`config.mk`:
```
export PLATFORM = sky130hd
export DESIGN_NAME = pwm8_reload_channel
export DESIGN_NICKNAME = d
export VERILOG_FILES = /design/src/rtl/pwm8_reload_channel.sv
export SDC_FILE = /design/constraint.sdc
export NUM_CORES = 1
export LEC_CHECK = 0
export CORE_MARGIN = 5
export CORE_UTILIZATION = 26
export DETAILED_ROUTE_END_ITERATION = 6
export GPL_TIMING_DRIVEN = 0
export PLACE_DENSITY_LB_ADDON = 0.2
export SLEW_MARGIN = 20
export SYNTH_ARGS = -nofsm -noshare
export SYNTH_HDL_FRONTEND = slang
export SYNTH_SLANG_ARGS = --single-unit
```
`constraint.sdc`:
```
create_clock -name clk -period 1.65 [get_ports clk]
set_input_delay 0.33 -clock clk [delete_from_list [all_inputs] [get_ports clk]]
set_output_delay 0.33 -clock clk [all_outputs]
set_load 0.05 [all_outputs]
```
`src/rtl/pwm8_reload_channel.sv`:
```
module pwm8_reload_channel #(
  parameter int CNT_W = 16,
  parameter int CMP_W = 8
) (
  input  logic             clk,
  input  logic             rst,
  input  logic             tick,
  input  logic             wr_en,
  input  logic [1:0]       wr_addr,
  input  logic [CMP_W-1:0] wr_data,
  output logic [CNT_W-1:0] count,
  output logic             pwm_out
);

  localparam logic [CMP_W-1:0] TOP = '1;

  logic [CMP_W-1:0] cmp_lo, cmp_hi;
  logic             cmp_en, pwm_en, hold_q;

  wire [CMP_W-1:0] cnt_lo   = count[CMP_W-1:0];
  wire             mode_act = cmp_en & pwm_en;
  wire             hit      = (cnt_lo == cmp_lo);
  wire             wrap     = tick & (cnt_lo == TOP);
  wire             level    = mode_act & (hold_q | hit);
  wire             wr_lo    = wr_en & (wr_addr == 2'd0);
  wire             wr_hi    = wr_en & (wr_addr == 2'd1);
  wire             wr_md    = wr_en & (wr_addr == 2'd2);

  always_ff @(posedge clk) begin
    if (rst)       count <= '0;
    else if (tick) count <= count + 1'b1;
  end

  always_ff @(posedge clk) begin
    if (rst) begin
      cmp_lo <= '0;
      cmp_hi <= '0;
    end else begin
      if (wr_lo)      cmp_lo <= wr_data;
      else if (wrap)  cmp_lo <= cmp_hi;
      if (wr_hi)      cmp_hi <= wr_data;
    end
  end

  always_ff @(posedge clk) begin
    if (rst) begin
      cmp_en <= 1'b0;
      pwm_en <= 1'b0;
    end else if (wr_md) begin
      cmp_en <= wr_data[0];
      pwm_en <= wr_data[1];
    end else if (wr_hi) begin
      cmp_en <= 1'b1;
    end else if (wr_lo) begin
      cmp_en <= 1'b0;
    end
  end

  always_ff @(posedge clk) begin
    if (rst) begin
      hold_q  <= 1'b0;
      pwm_out <= 1'b0;
    end else begin
      hold_q  <= wrap ? 1'b0 : level;
      pwm_out <= level;
    end
  end


  count_step_chk: assert property (@(posedge clk) disable iff (rst)
    tick |=> count == $past(count) + 1'b1);


  count_hold_chk: assert property (@(posedge clk) disable iff (rst)
    !tick |=> $stable(count));


  idle_low_chk: assert property (@(posedge clk) disable iff (rst)
    !mode_act |=> !pwm_out);


  rise_at_match_chk: assert property (@(posedge clk) disable iff (rst)
    $rose(pwm_out) |-> $past(cnt_lo == cmp_lo));


  lo_write_quiet_chk: assert property (@(posedge clk) disable iff (rst)
    wr_lo |=> ##1 !pwm_out);

endmodule

```
* Yosys cells after proc, flatten, opt, wreduce, memory -nomap -nowiden *
Cells that the tools add are included.

word-level totals
  memories kept = 0
  register bits after elaboration = 36
  output and inout port bits = 17
  memory bits (read-only) = 0
  bits in latches = 0
  bits in writable memories = 0
  input bits = 14
  logic and storage cells = 28

cells by class
  equality and inequality tests = 4
  order comparisons = 0
  $mul = 0
  reduce and logical (&&, ||, !) cells = 4
  add/sub/neg operators = 1
  divide/modulo/power cells = 0
  shifts and indexed selects = 0
  bitwise operators = 7
  muxes and demuxes = 5

operator list
  cell                   count
  $add 16x1->16 const B  1
  $mux 8                 2
  $eq 8x8->1             1
  $eq 8x8->1 const B     1
  $and 1x1->1            6
  $mux 1                 3
  $reduce_bool 3->1      1
  $eq 2x1->1 const B     1
  $eq 2x2->1 const B     1
  $logic_not 2->1        1
  $reduce_bool 2->1      1
  $reduce_or 2->1        1
  $or 1x1->1             1

* Longest topological paths before layout *
Gate-level depths: netlist of run 1.

  depth in word-level cells = 5
  depth in mapped cells = 7
  depth with buffers taken out = 5

* Least setup slack after synthesis of run 1 *
Ideal clock, no wire load.

  path kind = reg2reg
  from = reg count[0]
  to = reg count[14]
  path slack = -186 ps
  arrival = 1765 ps
  stages on the path, launching flop included = 7
  required time = 1579 ps
  library setup time = 71 ps
  period minus slack after synthesis = 1836 ps
  path buffers = 1
  path through = dfxtp_1 ha_1 and3_1 buf_4 nand3_4 or3_1 a21oi_1

on the way
  longest elaborated chain between the ends = 1

ends and longest elaborated chain
  element                   RTL line  source
  start: declaration        11        output logic [CNT_W-1:0] count,
  start signal: assignment  31        else if (tick) count <= count + 1'b1;
  $add 16x1->16             31

No other way between the ends.
A chain may end at the register's enable or synchronous reset.

* Final worst setup path of run 1 *
  from = reg count[0]
  to = reg cmp_lo[5]

on the way
  longest elaborated chain between the ends = 3

ends and longest elaborated chain
  element                      RTL line  source
  $eq 8x8->1                   23        wire wrap = tick & (cnt_lo == TOP);
  $and 1x1->1                  23
  $reduce_bool 2->1 (no line)  n/a
  end signal: assignment       39        if (wr_lo) cmp_lo <= wr_data;
  end signal: assignment       40        else if (wrap) cmp_lo <= cmp_hi;
  end: declaration             17        logic [CMP_W-1:0] cmp_lo, cmp_hi;

No other way between the ends.

==> results of run 1 <==
[layer usage]
layer / vias to the layer above / wire [µm]
met5: - / 0
met4: 0 / 63
met3: 7 / 136
met2: 23 / 1607
met1: 551 / 1686
li1: 663 / -
[power groups by stage]
| stage | Sequential, W | Combinational (W) | Clock [W] |
|---|---|---|---|
| 2_1_floorplan | 0.000947 | 0.0000962 | 0 |
| 3_3_place_gp | 0.000933 | 0.000181 | 0 |
| 3_5_place_dp | 0.000934 | 0.000182 | 0 |
| 4_1_cts | 0.000914 | 0.000182 | 0.000666 |
| 5_1_grt | 0.000918 | 0.000203 | 0.000704 |
| 6_report | 0.000913 | 0.000182 | 0.000633 |
[per-stage QoR]
stage	hold slack, ns	util
6_report	0.4431	0.3540
5_1_grt	0.4998	0.3540
4_1_cts	0.4704	0.3503
3_5_place_dp	0.4794	0.3364
3_3_place_gp	0.4723	0.3364
2_1_floorplan	0.4384	-
[flip-flops by register name, indices dropped and copies added, names as in the netlist]
| name | count |
|---|---|
| cmp_lo | 8 |
| pwm_out | 1 |
| pwm_en | 1 |
| count | 16 |
| cmp_hi | 8 |
| hold_q | 1 |
| cmp_en | 1 |
[critical path, cell delays in order (launching register included)]
cell and delay [ns]:
dfxtp_4 0.36, ha_1 0.20, and3_1 0.18, buf_4 0.16, a31o_4 0.24, buf_6 0.15, nor2_2 0.09, a211oi_2 0.05
[worst max path at each step]
stage                        start   endpoint  slack [ns]
after floorplan           count[0]  cmp_lo[5]       0.003
after global placement       wr_en  cmp_lo[6]       -0.31
after detailed placement     wr_en  cmp_lo[6]       -0.32
after CTS                     tick  cmp_lo[5]       0.007
after global routing      count[0]  cmp_lo[4]       -0.01
final                     count[0]  cmp_lo[5]        0.08
[repair_timing]
action | CTS | global route
gates resized for setup | 17 | 5
pin swaps | 0 | 1
buffers inserted | 2 | 1
setup endpoints to repair | 19 | 12
[area by class of cell]
class                      count  area [µm²]  share of cell area
timing repair buffer          32       294.0              0.1378
sequential                    36       732.0              0.3431
multi-input combinational    121       843.3              0.3953
clock buffer                   8       90.09             0.04223
inverter                       1       3.754            0.001760
tap                           75       93.84             0.04399
buffer                        11       76.32             0.03578
[Yosys cell counts, drive strengths merged, types with 2 or more instances]
cell type / instances / share of area
xor2: 17 / 0.091
nor2: 30 / 0.069
or3: 4 / 0.015
and4: 3 / 0.016
o21ai: 4 / 0.012
nand2: 7 / 0.016
nand3: 4 / 0.023
nor4: 3 / 0.011
dfxtp: 36 / 0.44
nand4: 5 / 0.019
a211oi: 8 / 0.043
buf: 7 / 0.031
clkbuf: 4 / 0.015
xnor2: 2 / 0.011
a21oi: 5 / 0.015
mux2i: 19 / 0.12
nand3b: 2 / 0.0092
[logic make-up after synthesis]
kind of cell / Yosys count / share of synthesized area
XOR/XNOR: 19 / 0.1018
AND/OR/NAND/NOR: 63 / 0.1983
adder cells (fa/ha/maj): 1 / 0.007656
flip-flops: 36 / 0.4410
buffers and inverters: 12 / 0.04899
AO/OA/AOI/OAI: 19 / 0.08576
multiplexers: 19 / 0.1164
==> qor.yml, run 1 <==
route:
  routedWlPerCell_um: 12.30
  wirelength_mm: 3.493
  vias: 1244
  drc: 0
  firstDrtPassIters: 4
  drtIter0Drc: 24
  viasPerCell: 4.380
  ant_nets: 0
sta:
  fin_crit_ns: 1.568
  final_hold_viol_count: 0
  relSlewSlack: 0.6182
  worstMarginPinSlew_ns: 0.5727
  tns_ns: 0
  fmax_mhz: 637.6
  fin_skew_ns: 0.003152
  slew_violations: 0
  rsz0062_at_grt: "yes"
  worst_slack_ns: 0.08162
  setup_viol: 0
  min_period_over_period: 0.9505
cts:
  cts-root-buf: "clkbuf_8"
  numCtsBuffers: 5
  cts_hold_buf: 0
  cts_max_level: 2
  clock-sinks: 36
  cts_buffer_depth: 2
  clk_pin_slew_worst_paths_ns: 0.07
  cts_tree: "done"
  clock_latency_ns: 0.28
pwr:
  p_clk_frac: 0.366
  power_switching_w: 0.0004070
  internal_power_w: 0.001322
  p_total_w: 0.001729
  p_leak_nw: 0.9390
  p_sw_frac: 0.2354
  peakVddDrop_v: 0.0002417
  power_frac_comb: 0.105
  pwr-share-seq: 0.528
  power_density_nw_per_um2: 810.3
worst_hold_path:
  hold_end: "count[1]"
  hold_path.class: "primary input to register"
  holdCritStartpoint: "tick"
  whs_path_depth: 3
worst_setup_path:
  reg2reg_to: "cmp_lo[5]"
  worst-r2r-cell-count: 7
  critical_path_class: "register to register"
  crit_fanout: 10
  regToRegSetupSlack_ns: 0.08
  cp_data_arrival_time_ns: 1.72
  end_kind: "register"
  worst_r2r_startpoint: "count[0]"
  cp.required_ns: 1.80
  start_kind: "register"
synth:
  synth_cells: 169
  synth_ff_type: "dfxtp_1"
  ys_warn_count: 0
  syn-num-nets: 184
  synthArstFlopShare: 0
  synth_cell_types: 33
  synth_edf_count: 0
  synth_area_per_cell_um2: 9.669
  seq_area_frac_synth: 0.4410
  syn_area_um2: 1634
  ys_seq_elements: 36
placement:
  dp_cells: 273
  dpl.hpwl_mm: 2.563
  post_dp_cell_area_um2: 2027
  placement.io_buffers: 29
  place.gp.congestion: 0.7044
  pre_cts_ws_ns: -0.3160
grt:
  grt-ovfl-total: 0
  grt_first_pass_wirelength_mm: 5.899
  grt_antenna_before_repair: 0
  grt.total_usage: 0.09725
  grtUsageMet3: 0.02304
  grt_pass1_vias: 1244
  grt_max_degree: 11
  grt_use_met1: 0.1276
  use_met2: 0.1487
  grt.busiest_layer: "met2"
cells_and_area:
  layout_commonest_cell: "dfxtp_1"
  layout.nets: 223
  drive_above_1_share: 0.1483
  fillCellCount: 659
  fin_area_um2: 2133
  area_growth_pct: 30.55
  final_cell_mix: "dfxtp_1 (29), nor2_1 (28), mux2i_1 (19), xor2_1 (17), dlygate4sd2_1 (17)"
  diodes: 0
  final_cell_count_no_fill: 284
floorplanning:
  die-area_um2: 7970
  initial_core_util: 0.2712
  io_pins: 31
  coreArea_um2: 6026
  die_h_um: 89.28
  row_count: 28
  die_x_um: 89.28
status:
  status: "completed"
flow_run:
  drv_cap: 0
Note: power is estimated with default switching activity, not from simulation.
==> run 2, diff against run 1 <==
- RECOVER_POWER: default -> 50
==> qor.yml, run 2 (synthesis gave the netlist of run 1 again) <==
cts:
  cts-root-buf: "clkbuf_8"
  clock_latency_ns: 0.28
  clock-sinks: 36
  cts_tree: "done"
  numCtsBuffers: 5
  cts_max_level: 2
  cts_buffer_depth: 2
  clk_pin_slew_worst_paths_ns: 0.07
  cts_hold_buf: 0
sta:
  relSlewSlack: 0.6184
  tns_ns: 0
  fin_crit_ns: 1.568
  min_period_over_period: 0.9505
  worstMarginPinSlew_ns: 0.5725
  fin_skew_ns: 0.003009
  rsz0062_at_grt: "yes"
  final_hold_viol_count: 0
  timing.hold.ws_ns: 0.4432
  slew_violations: 0
  fmax_mhz: 637.6
  setup_viol: 0
floorplanning:
  row_count: 28
  io_pins: 31
  initial_core_util: 0.2712
  die_x_um: 89.28
  coreArea_um2: 6026
  die_h_um: 89.28
  die-area_um2: 7970
placement:
  dp_cells: 273
  place.gp.congestion: 0.7044
  dpl.hpwl_mm: 2.563
  placement.io_buffers: 29
worst_setup_path:
  cp_data_arrival_time_ns: 1.72
  setup.worst_path.start: "count[0]"
  cp.required_ns: 1.80
  end_kind: "register"
  start_kind: "register"
  critical_path_class: "register to register"
  crit_fanout: 10
  worst_r2r_startpoint: "count[0]"
worst_hold_path:
  holdCritStartpoint: "tick"
  hold_path.class: "primary input to register"
cells_and_area:
  reg_top3: "count: 16 flops, cmp_hi: 8 flops, cmp_lo: 8 flops"
  largest_register_ffs: 16
  layout.nets: 223
  final_cell_mix: "dfxtp_1 (29), nor2_1 (28), mux2i_1 (19), xor2_1 (17), dlygate4sd2_1 (17)"
  fin_util: 0.3540
  diodes: 0
  area_growth_pct: 30.55
  drive_above_1_share: 0.1483
  regMostFlops: "count"
  final_cell_count_no_fill: 284
  layout_commonest_cell: "dfxtp_1"
route:
  viasPerCell: 4.391
  wirelength_mm: 3.492
  vias: 1247
  firstDrtPassIters: 4
  drtIter0Drc: 24
  drc: 0
  ant_nets: 0
  routedWlPerCell_um: 12.30
pwr:
  peakVddDrop_v: 0.0002416
  pwr-share-seq: 0.529
  p_sw_frac: 0.2352
  internal_power_w: 0.001322
  power_density_nw_per_um2: 810.1
  power_switching_w: 0.0004065
  p_leak_nw: 0.9401
  p_clk_frac: 0.366
  power_frac_comb: 0.105
  p_total_w: 0.001728
grt:
  grt_antenna_before_repair: 0
  grt_max_degree: 11
  grt_first_pass_wirelength_mm: 5.899
  grt_pass1_vias: 1244
  grt.total_usage: 0.09725
  grt-ovfl-total: 0
status:
  status: "completed"
flow_run:
  drv_cap: 0
run 2: metrics by stage:
| stage | cell area [µm²] | worst slack (ns) |
|---|---|---|
| 5_1_grt | 2133 | -0.01459 |
| 3_3_place_gp | 2027 | -0.3134 |
| 6_report | 2133 | 0.08167 |
| 3_5_place_dp | 2027 | -0.3160 |
| 4_1_cts | 2111 | 0.006530 |
| 2_1_floorplan | 1643 | 0.003032 |
run 2: worst max-delay path: stages, from the launching register on:
cell,delay (ns)
dfxtp_4,0.36
ha_1,0.20
and3_1,0.18
buf_4,0.16
a31o_4,0.24
buf_6,0.15
nor2_2,0.09
a211oi_2,0.05
run 2: path summary, 6_finish.rpt:
check / slack (ns) / end / cells after the start
setup / recovery: 0.08 / cmp_lo[5] / 7
hold / removal: 0.44 / count[1] / 3
setup reg to reg: 0.08 / cmp_lo[5] / 7
hold reg to reg: 0.49 / hold_q / 2
run 2: power by group through the flow:
stage / registers [W] / logic, W / clock network (W)
floorplan: 0.000947 / 0.0000962 / 0
global placement: 0.000933 / 0.000181 / 0
detailed placement: 0.000934 / 0.000182 / 0
CTS: 0.000914 / 0.000182 / 0.000666
global route: 0.000918 / 0.000203 / 0.000704
finish: 0.000913 / 0.000182 / 0.000633
run 2: final cells by class:
cell class / instances / area [µm²]
fillers: 659 / 3892
flip-flops and latches: 36 / 732.0
multi-input cells: 121 / 843.3
well taps: 75 / 93.84
repair buffers: 32 / 294.0
clock buffers: 8 / 90.09
plain buffers: 11 / 76.32
inverters: 1 / 3.754
run 2: what timing repair did:
action                                  in CTS  in global routing
resized for setup                           17                  5
setup buffers                                2                  1
endpoints found under the setup margin      19                 12
gates cloned                                 0                  0
pin swaps                                    0                  1
run 2: layer usage:
layer,routed length (µm),GRT usage
met4,63,0.04871
met2,1606,0.1487
met5,0,0
met3,136,0.02304
met1,1685,0.1276
